$ cat src/rtl/edo_mon_pkg.sv
// Shared types for the EDO cycle classifier.
// Assumes: nothing; pure declarations.
package edo_mon_pkg;

    typedef enum logic [2:0] {
        CYC_IDLE   = 3'd0,
        CYC_READ   = 3'd1,
        CYC_EWRITE = 3'd2,
        CYC_RMW    = 3'd3,
        CYC_ROR    = 3'd4,
        CYC_CBR    = 3'd5,
        CYC_TEST   = 3'd6,
        CYC_HIDDEN = 3'd7
    } cyc_kind_t;

    localparam int STB_RAS = 0;
    localparam int STB_CAS = 1;
    localparam int STB_WE  = 2;
    localparam int NUM_TRACKED = 3;

endpackage

$ cat src/rtl/edo_strobe_hist.sv
// Holds the previous sample of each tracked strobe so edges can be found.
// Assumes: strobes are active low and synchronous; reset value is inactive (1).
module edo_strobe_hist #(
    parameter int N = 3
) (
    input  logic         clk,
    input  logic         rst_n,
    input  logic [N-1:0] lvl,
    output logic [N-1:0] prev
);
    for (genvar i = 0; i < N; i++) begin : g_stb
        logic q;
        // Per-strobe history flop.
        always_ff @(posedge clk) begin
            if (!rst_n) q <= 1'b1;
            else        q <= lvl[i];
        end
        assign prev[i] = q;
    end
endmodule

$ cat src/rtl/edo_cycle_fsm.sv
// Classifies each row-strobe cycle and latches row and column addresses.
// Assumes: edges are derived from one-sample history; drv_on is the current
// modelled output driver state.
module edo_cycle_fsm
    import edo_mon_pkg::*;
#(
    parameter int ROW_W  = 12,
    parameter int COL_W  = 10,
    parameter int ADDR_W = 12
) (
    input  logic              clk,
    input  logic              rst_n,
    input  logic              ras_n,
    input  logic              cas_n,
    input  logic              we_n,
    input  logic              ras_fall,
    input  logic              ras_rise,
    input  logic              cas_fall,
    input  logic              we_fall,
    input  logic              drv_on,
    input  logic [ADDR_W-1:0] addr,
    output cyc_kind_t         kind_next,
    output logic [ROW_W-1:0]  row_addr,
    output logic [COL_W-1:0]  col_addr,
    output logic              col_strobe,
    output logic [2:0]        cycle_kind,
    output logic              cycle_done,
    output logic              page_mode
);
    cyc_kind_t  cur_q, rep_q;
    logic [1:0] ncol_q;
    logic       col_take;

    // Column taken on a CAS fall inside an already-open row.
    assign col_take  = cas_fall && !ras_n && !ras_fall;
    assign page_mode = ncol_q[1];

    // Next cycle class from the strobe edges.
    always_comb begin
        kind_next = cur_q;
        if (ras_fall) begin
            if (cas_n)       kind_next = CYC_ROR;
            else if (!we_n)  kind_next = CYC_TEST;
            else if (drv_on) kind_next = CYC_HIDDEN;
            else             kind_next = CYC_CBR;
        end else if (ras_rise) begin
            kind_next = CYC_IDLE;
        end else if (!ras_n) begin
            if (col_take && cur_q == CYC_ROR)
                kind_next = we_n ? CYC_READ : CYC_EWRITE;
            else if (we_fall && !cas_n && cur_q == CYC_READ)
                kind_next = CYC_RMW;
        end
    end

    // Class register, report register and end-of-cycle strobe.
    always_ff @(posedge clk) begin
        if (!rst_n) begin
            cur_q      <= CYC_IDLE;
            rep_q      <= CYC_IDLE;
            cycle_done <= 1'b0;
        end else begin
            cur_q      <= kind_next;
            cycle_done <= ras_rise;
            if (ras_rise) rep_q <= cur_q;
        end
    end

    // Row and column address capture with column-count tracking.
    always_ff @(posedge clk) begin
        if (!rst_n) begin
            row_addr   <= '0;
            col_addr   <= '0;
            col_strobe <= 1'b0;
            ncol_q     <= 2'd0;
        end else begin
            col_strobe <= col_take;
            if (ras_fall && cas_n) row_addr <= addr[ROW_W-1:0];
            if (col_take)          col_addr <= addr[COL_W-1:0];
            if (ras_fall)
                ncol_q <= 2'd0;
            else if (col_take && ncol_q != 2'd2)
                ncol_q <= ncol_q + 2'd1;
        end
    end

    assign cycle_kind = rep_q;

    AST_ROW_HELD: assert property (@(posedge clk) disable iff (!rst_n)
        (!ras_n && !ras_fall) |=> $stable(row_addr));
    AST_DONE_ONE_CLK: assert property (@(posedge clk) disable iff (!rst_n)
        cycle_done |=> !cycle_done);
    AST_COL_IN_ROW: assert property (@(posedge clk) disable iff (!rst_n)
        col_strobe |-> !$past(ras_n));
    AST_EW_HIZ: assert property (@(posedge clk) disable iff (!rst_n)
        (cur_q == CYC_EWRITE) |-> !drv_on);
endmodule

$ cat src/rtl/edo_out_drive.sv
// Models the EDO data output drivers: on during a read with OE low, held
// after CAS rises, off when RAS and CAS are both high or OE is high.
// Assumes: kind_next is the class being written this clock.
module edo_out_drive
    import edo_mon_pkg::*;
(
    input  logic      clk,
    input  logic      rst_n,
    input  logic      ras_n,
    input  logic      cas_n,
    input  logic      we_n,
    input  logic      oe_n,
    input  logic      ras_fall,
    input  cyc_kind_t kind_next,
    output logic      dout_en
);
    logic turn_on, drv_d;

    // Read data appears once RAS, CAS and OE are all low.
    assign turn_on = !ras_n && !cas_n && we_n && (kind_next == CYC_READ);

    // Next driver state; a fresh row access always starts tristated.
    always_comb begin
        if (oe_n || (ras_n && cas_n) || (ras_fall && cas_n))
            drv_d = 1'b0;
        else
            drv_d = dout_en || turn_on;
    end

    // Driver state register.
    always_ff @(posedge clk) begin
        if (!rst_n) dout_en <= 1'b0;
        else        dout_en <= drv_d;
    end

    AST_OE_HIZ: assert property (@(posedge clk) disable iff (!rst_n)
        $past(oe_n) |-> !dout_en);
    AST_IDLE_HIZ: assert property (@(posedge clk) disable iff (!rst_n)
        $past(ras_n && cas_n) |-> !dout_en);
endmodule

$ cat src/rtl/edo_ras_timer.sv
// Counts RAS low and high samples and flags overlong active time or short
// precharge. Assumes PAGE_MAX >= SINGLE_MAX.
module edo_ras_timer #(
    parameter int SINGLE_MAX = 1000,
    parameter int PAGE_MAX   = 20000,
    parameter int PRE_MIN    = 3
) (
    input  logic clk,
    input  logic rst_n,
    input  logic ras_n,
    input  logic ras_fall,
    input  logic page_mode,
    output logic err_ras_long,
    output logic err_pre_short
);
    localparam int CNT_W = $clog2(PAGE_MAX + 2);
    localparam int PRE_W = $clog2(PRE_MIN + 1);
    localparam logic [CNT_W-1:0] LIM_S = CNT_W'(SINGLE_MAX);
    localparam logic [CNT_W-1:0] LIM_P = CNT_W'(PAGE_MAX);
    localparam logic [PRE_W-1:0] PRE_L = PRE_W'(PRE_MIN);

    logic [CNT_W-1:0] low_q;
    logic [PRE_W-1:0] high_q;

    // Saturating counts of consecutive low and high RAS samples.
    always_ff @(posedge clk) begin
        if (!rst_n) begin
            low_q  <= '0;
            high_q <= '1;
        end else if (ras_n) begin
            low_q  <= '0;
            if (high_q != '1) high_q <= high_q + 1'b1;
        end else begin
            high_q <= '0;
            if (ras_fall)          low_q <= CNT_W'(1);
            else if (low_q != '1)  low_q <= low_q + 1'b1;
        end
    end

    // Short-precharge pulse at the RAS falling edge.
    always_ff @(posedge clk) begin
        if (!rst_n) err_pre_short <= 1'b0;
        else        err_pre_short <= ras_fall && (high_q < PRE_L);
    end

    assign err_ras_long = low_q > (page_mode ? LIM_P : LIM_S);

    AST_PRE_AT_FALL: assert property (@(posedge clk) disable iff (!rst_n)
        err_pre_short |-> !$past(ras_n));
    AST_LONG_WHILE_LOW: assert property (@(posedge clk) disable iff (!rst_n)
        err_ras_long |-> !$past(ras_n));
endmodule

$ cat src/rtl/edo_cycle_monitor.sv
// EDO DRAM cycle classifier top: strobe history, cycle classification with
// address capture, output driver model and RAS timing flags.
// Assumes: strobes synchronous to clk, sampled fast enough to see each edge.
module edo_cycle_monitor
    import edo_mon_pkg::*;
#(
    parameter int ROW_W      = 12,
    parameter int COL_W      = 10,
    parameter int SINGLE_MAX = 1000,
    parameter int PAGE_MAX   = 20000,
    parameter int PRE_MIN    = 3,
    localparam int ADDR_W    = (ROW_W > COL_W) ? ROW_W : COL_W
) (
    input  logic              clk,
    input  logic              rst_n,
    input  logic              ras_n,
    input  logic              cas_n,
    input  logic              we_n,
    input  logic              oe_n,
    input  logic [ADDR_W-1:0] addr,
    output logic [ROW_W-1:0]  row_addr,
    output logic [COL_W-1:0]  col_addr,
    output logic              col_strobe,
    output logic [2:0]        cycle_kind,
    output logic              cycle_done,
    output logic              dout_en,
    output logic              err_ras_long,
    output logic              err_pre_short
);
    logic [NUM_TRACKED-1:0] stb_now, stb_prev;
    logic      ras_fall, ras_rise, cas_fall, we_fall, page_mode;
    cyc_kind_t kind_next;

    assign stb_now[STB_RAS] = ras_n;
    assign stb_now[STB_CAS] = cas_n;
    assign stb_now[STB_WE]  = we_n;

    assign ras_fall = stb_prev[STB_RAS] && !ras_n;
    assign ras_rise = !stb_prev[STB_RAS] && ras_n;
    assign cas_fall = stb_prev[STB_CAS] && !cas_n;
    assign we_fall  = stb_prev[STB_WE]  && !we_n;

    edo_strobe_hist #(.N(NUM_TRACKED)) u_hist (
        .clk(clk), .rst_n(rst_n), .lvl(stb_now), .prev(stb_prev)
    );

    edo_cycle_fsm #(.ROW_W(ROW_W), .COL_W(COL_W), .ADDR_W(ADDR_W)) u_fsm (
        .clk(clk), .rst_n(rst_n), .ras_n(ras_n), .cas_n(cas_n), .we_n(we_n),
        .ras_fall(ras_fall), .ras_rise(ras_rise), .cas_fall(cas_fall),
        .we_fall(we_fall), .drv_on(dout_en), .addr(addr),
        .kind_next(kind_next), .row_addr(row_addr), .col_addr(col_addr),
        .col_strobe(col_strobe), .cycle_kind(cycle_kind),
        .cycle_done(cycle_done), .page_mode(page_mode)
    );

    edo_out_drive u_drv (
        .clk(clk), .rst_n(rst_n), .ras_n(ras_n), .cas_n(cas_n), .we_n(we_n),
        .oe_n(oe_n), .ras_fall(ras_fall), .kind_next(kind_next),
        .dout_en(dout_en)
    );

    edo_ras_timer #(.SINGLE_MAX(SINGLE_MAX), .PAGE_MAX(PAGE_MAX),
                    .PRE_MIN(PRE_MIN)) u_tmr (
        .clk(clk), .rst_n(rst_n), .ras_n(ras_n), .ras_fall(ras_fall),
        .page_mode(page_mode), .err_ras_long(err_ras_long),
        .err_pre_short(err_pre_short)
    );

    AST_DONE_AFTER_RISE: assert property (@(posedge clk) disable iff (!rst_n)
        cycle_done |-> $past(ras_n));
endmodule

$ cat config.mk
export PLATFORM = sky130hd
export DESIGN_NAME = edo_cycle_monitor
export DESIGN_NICKNAME = d
export VERILOG_FILES = /design/src/rtl/edo_mon_pkg.sv /design/src/rtl/edo_strobe_hist.sv /design/src/rtl/edo_cycle_fsm.sv /design/src/rtl/edo_out_drive.sv /design/src/rtl/edo_ras_timer.sv /design/src/rtl/edo_cycle_monitor.sv
export SDC_FILE = /design/constraint.sdc
export NUM_CORES = 1
export LEC_CHECK = 0
export ABC_AREA = 1
export BUFFER_PORTS_ARGS = -buffer_cell sky130_fd_sc_hd__buf_2
export CAP_MARGIN = 30
export CORE_MARGIN = 3
export CORE_UTILIZATION = 30
export DETAILED_ROUTE_END_ITERATION = 16
export PLACE_DENSITY_LB_ADDON = 0.2
export SYNTH_ARGS = -nofsm -noshare
export SYNTH_HDL_FRONTEND = slang
export SYNTH_SLANG_ARGS = --single-unit
$ cat constraint.sdc
create_clock -name clk -period 2.7 [get_ports clk]
set_input_delay 0.54 -clock clk [delete_from_list [all_inputs] [get_ports clk]]
set_output_delay 0.54 -clock clk [all_outputs]
set_load 0.05 [all_outputs]
# --- After elaboration in Yosys (flattened, before gate mapping) ---
# Index checks and enable logic that the tools add are counted.
totals:
  regBits: 54
  inputBits: 18
  out_inout_bits: 30
  word_cells: 71
classes:
  add_sub_neg: 3
  n_lt_le_gt_ge: 2
  eq_ne: 7
  n_mux: 14
  bitwise: 1
  reduce_logical: 29
ops:
  columns: ["operator", "n"]
  rows:
  - ["$mux 3", 7]
  - ["$logic_and 1x1->1", 16]
  - ["$add 15x1->15 const B", 1]
  - ["$gt 15x15->1", 1]
  - ["$mux 15", 1]
  - ["$ne 15x15->1 const B", 1]
  - ["$mux 2", 4]
  - ["$eq 3x1->1 const B", 2]
  - ["$reduce_or 2->1", 3]
  - ["$logic_not 1->1", 5]
  - ["$add 2x1->2 const B", 2]
  - ["$ne 2x2->1 const B", 2]
  - ["$eq 3x3->1 const B", 1]
  - ["$logic_or 1x1->1", 3]
  - ["$reduce_or 3->1", 1]
  - ["$lt 2x2->1 const B", 1]
  - ["$mux 1", 2]
  - ["$ne 2x1->1 const B", 1]
  - ["$reduce_bool 2->1", 1]
  - ["$not 1->1", 1]

# --- Depth between registers and ports, before layout ---
logic_depth:
  ltp_word: 12
  ltp_mapped: 12
  ltp_nobuf: 12

# --- By module ---
# From an unflattened synthesis, not the netlist that was laid out.
unflattened:
  hier_cells: 363
  hier_area_um2: 2616.3
modules_own_cells:
  columns: ["mod", "instances", "cells_each", "area_per_inst_um2", "seq_area_each_um2"]
  rows:
  - ["edo_ras_timer", 1, 175, 1208.7, 360.3]
  - ["edo_cycle_fsm", 1, 156, 1203.7, 640.6]
  - ["edo_strobe_hist", 1, 12, 105.1, 60.1]
  - ["edo_out_drive", 1, 12, 68.8, 20.0]
  - ["edo_cycle_monitor", 1, 8, 30.0, 0.0]

# --- Least setup slack after synthesis ---
# OpenSTA, ideal clock, no wires.
synth_path:
  kind: "register to output"
  startpoint: "register u_fsm.ncol_q[1]"
  endpoint: "output port err_ras_long"
  arrival_time_ns: 1.487
  required_time_ns: 2.160
  path_slack_ns: 0.673
  stages_incl_launch_ff: 9
  cell_sequence: "dfxtp_1 > inv_1 > ha_1 > nand2_1 > nor2_1 > o21ai_0 > nand4_1 > nand2_1 > inv_1"
synth_via:
  elab_chain_len: 2
synth_lines:
  columns: ["item", "line_no", "source"]
  rows:
  - ["from (decl)", "edo_cycle_fsm.sv:31", "logic [1:0] ncol_q;"]
  - ["from (signal assigned)", "edo_cycle_fsm.sv:83", "ncol_q <= ncol_q + 2'd1;"]
  - ["$mux 15", "edo_ras_timer.sv:46", "assign err_ras_long = low_q > (page_mode ? LIM_P : LIM_S);"]
  - ["$gt 15x15->1", "edo_ras_timer.sv:46", null]
  - ["to (decl)", "edo_cycle_monitor.sv:27", "output logic err_ras_long,"]
# No other way between the ends.

# --- Worst setup path after layout ---
# Ends and elaborated chain as after synthesis.

==> run summary <==
The run finished with clean final reports. The worst hold path depth came out at 4. The cell area that synthesis handed to floorplanning was 2520 um2. The cell area reported after detailed placement is 2870 um2. The maximum number of pins on one net before global-route repair is 20. The initial antenna violation count is 0. The total number of vias came out at 2,246. The maximum level of the CTS H-tree came out at 2. Port buffering added 47 buffers.

The number of flops mapped to enable cells by yosys is 0. The hold buffer count at cts came out at 0. The wire length reported by the detailed router came out at 5930 um. Across the VDD grid, the largest voltage drop is 246 uV.

The worst register-to-register path begins at u_hist.g_stb[0].q$_SDFF_PN1_. The worst register-to-register path ends at u_fsm.ncol_q[0]$_SDFFE_PP0P_. The synthesized area per cell came out at 7.52 um2.

The post-synthesis sequential element count came out at 54. The antenna violation net count after detailed routing is 0. For this configuration, the core starts out at a cell density of 0.318. Power comes to 1.52 mW. The post-place setup slack is 516 ps. The net count after synthesis is 364. The width of the die came out at 97.7 um. The maximum clock path buffer count came out at 2. Synthesis instantiated 35 different standard cells from the library. The min-delay analysis places its worst path in the category primary input to register.

The routed via count divided by cell count is 4.61. The transition time at the pin with the least slew margin came out at 480 ps. The clock root buffer is clkbuf_8.

The share of the Yosys chip area taken by registers is 0.429. The achievable frequency is 0.395 GHz. The number of placed I/O pins came out at 48. The start point of the worst min-delay path is oe_n. After detailed routing, the number of remaining DRC violations is 0. From synthesis to final layout, the design area changed by 18.0%. The later pin in the worst-skew pair is clocked with a latency of 310 ps. In the final layout, the share of cells above drive strength 1 is 0.210. Ranked by total cell area, the synthesized netlist is headed by dfxtp_1 (43%), nand2_1 (9.5%), nor2_1 (7.6%). The gate count after technology mapping is 335.

For this run, the leading register cell type out of synthesis is dfxtp_1. The sink of the worst hold path is u_drv.dout_en$_SDFF_PP0_. The per-cell routed wire length came out at 12.2 um. The tool flagged a number of max-cap violations equal to 0. The total setup buffers inserted after CTS is 0. Setup slack closes at 170 ps.

The final worst-path cycle share is 0.937. Setup slack on the worst reg-to-reg path comes out at 930 ps. The floorplan has 32 rows. The antenna diode instance count is 0. In the synthesized netlist the async set-or-reset flop fraction comes to 0. The clock tree skew after final layout came out at 5.82 ps. The worst hold margin came out at 448 ps. The library cells used most frequently in the layout, excluding fill and tap cells, are nand2_1 (64), dfxtp_1 (54), nor2_1 (51).

The largest total area in the synthesized netlist belongs to dfxtp_1. By startpoint and endpoint, the worst setup path is classified as register to output pin. For the worst setup path, the data required time is 2160 ps. The violation count after the first detailed-route iteration came out at 75. The via count of the first global-routing pass is 2,187. With fillers left out, the area of the finished cells amounts to 2970 um2. The post-cts repair resize count is 0. The signal arrival time at the worst endpoint came out at 1990 ps. The final-layout setup total negative slack came out at 0 ps. The library cell used most frequently in the layout, excluding fill and tap cells, is nand2_1. For this design the static power due to leakage is 1.40 nW. The wire length of the first global-routing pass came out at 10,100 um.

The floorplan step defined a die boundary enclosing 9540 um2. The startpoint class of the critical path is a register. The share of synthesized area in the top cell type comes to 0.429. The total track usage is 0.126. The clock input transition at the sequential cells of the worst setup and hold paths is 110 ps. The total of fill cells in the finished design came out at 852. The number of endpoints with negative hold slack in the final report is 0. For this design the ratio of total power to cell area is 510 nW/um2. The worst register-to-register path has a depth of 8. The highest net fanout along the worst path came out at 5.

The chip height is 97.7 um. The total congestion overflow after global routing came out at 0. The final number of max-transition violations is 0. Summed over all nets, the half-perimeter wirelength after detailed placement is 4440 um.

The final period demand of the worst path is 2530 ps. Setup repair after global routing left no endpoint under its margin. Counting every sink on the clock net gives 54. Yosys printed 0 warnings. The worst setup path is captured at an output pin. The floorplan step defined a core boundary enclosing 7930 um2.

The first-pass iteration count of the detailed router came out at 4. The congestion estimate from routability-driven global placement came to 0.849. The clock tree from TritonCTS is yes. The worst slew slack as a fraction of its limit came out at 0.679.

The final net count is 413. Setup violations remaining at the end of the flow were counted as 0. The number of CTS-inserted buffers came out at 5.
cell families after synthesis:
logic type / synth area share
simple gates: 0.289
compound gates: 0.129
flops: 0.429
buf+inv: 0.0745
fa+ha+maj: 0.0546
xor+xnor: 0.0243
through the flow:
step           std cells   util
2_1_floorplan        335      -
3_3_place_gp         479  0.362
3_5_place_dp         479  0.362
4_1_cts              487  0.375
5_1_grt              487  0.375
6_report             487  0.375
cell usage after synthesis (2+ instances only):
| library cell | count |
|---|---|
| a21oi_1 | 26 |
| a21oi_2 | 2 |
| a31oi_1 | 4 |
| buf_2 | 2 |
| clkbuf_1 | 5 |
| dfxtp_1 | 54 |
| ha_1 | 11 |
| inv_1 | 32 |
| inv_2 | 6 |
| nand2_1 | 64 |
| nand3_1 | 20 |
| nand3_2 | 2 |
| nand4_1 | 4 |
| nor2_1 | 51 |
| nor2_2 | 2 |
| nor3_1 | 5 |
| o211ai_1 | 2 |
| o21ai_0 | 20 |
| or2_2 | 2 |
| xnor2_1 | 2 |
| xor2_1 | 5 |
how the worst max path moves through the flow:
stage	startpoint	end	slack (ps)	depth (start not counted)
finish	u_fsm.ncol_q[1]$_SDFFE_PP0P_	err_ras_long	170	9
CTS	u_fsm.ncol_q[1]$_SDFFE_PP0P_	err_ras_long	150	9
global placement	u_fsm.ncol_q[1]$_SDFFE_PP0P_	err_ras_long	570	9
detailed placement	u_fsm.ncol_q[1]$_SDFFE_PP0P_	err_ras_long	520	9
global route	u_fsm.ncol_q[1]$_SDFFE_PP0P_	err_ras_long	9	9
floorplan	u_fsm.ncol_q[1]$_SDFFE_PP0P_	err_ras_long	670	8
cell type report:
type	instances	area (um2)	share of cell area
Sequential cell	54	1080	0.364
Inverter	40	155	0.0522
Tap cell	102	128	0.0429
Clock buffer	5	68.8	0.0231
Clock inverter	3	28.8	0.00968
Multi-Input combinational cell	233	1250	0.421
Timing Repair Buffer	50	260	0.0875
routing by layer:
layer | track usage | routed length (um) | part of all wire | vias up
met5 | 0 | 0 | 0 | -
met4 | 0.0309 | 53 | 0.0089 | 0
met3 | 0.0309 | 278 | 0.047 | 6
met2 | 0.203 | 2660 | 0.45 | 55
met1 | 0.168 | 2930 | 0.49 | 1006
li1 | - | - | - | 1179
power breakdown:
part / switching, mW / leakage (nW) / total (mW) / internal (mW)
Clock: 0.306 / 0.0506 / 0.501 / 0.195
Sequential: 0.0130 / 0.440 / 0.834 / 0.821
Combinational: 0.131 / 0.905 / 0.180 / 0.0492
Total: 0.450 / 1.40 / 1.52 / 1.07
worst max-delay path, stage by stage (launching register included):
cell	delay, ps
dfxtp_1	430
inv_1	150
ha_1	320
nand2_1	130
nor2_1	60
o21ai_0	170
nand4_1	110
nand2_1	70
inv_1	30
clkbuf_4	200
state kept, by name, summed over array words and instances (netlist names):
| name | flops |
|---|---|
| u_fsm.col_addr | 10 |
| u_tmr.high_q | 2 |
| u_drv.dout_en | 1 |
| u_hist.g_stb.q | 3 |
| u_fsm.cycle_done | 1 |
| u_fsm.col_strobe | 1 |
| u_fsm.ncol_q | 2 |
| u_fsm.row_addr | 12 |
| u_tmr.err_pre_short | 1 |
| u_tmr.low_q | 15 |
| u_fsm.cur_q | 3 |
| u_fsm.cycle_kind | 3 |
(Power assumes the default switching activity.)
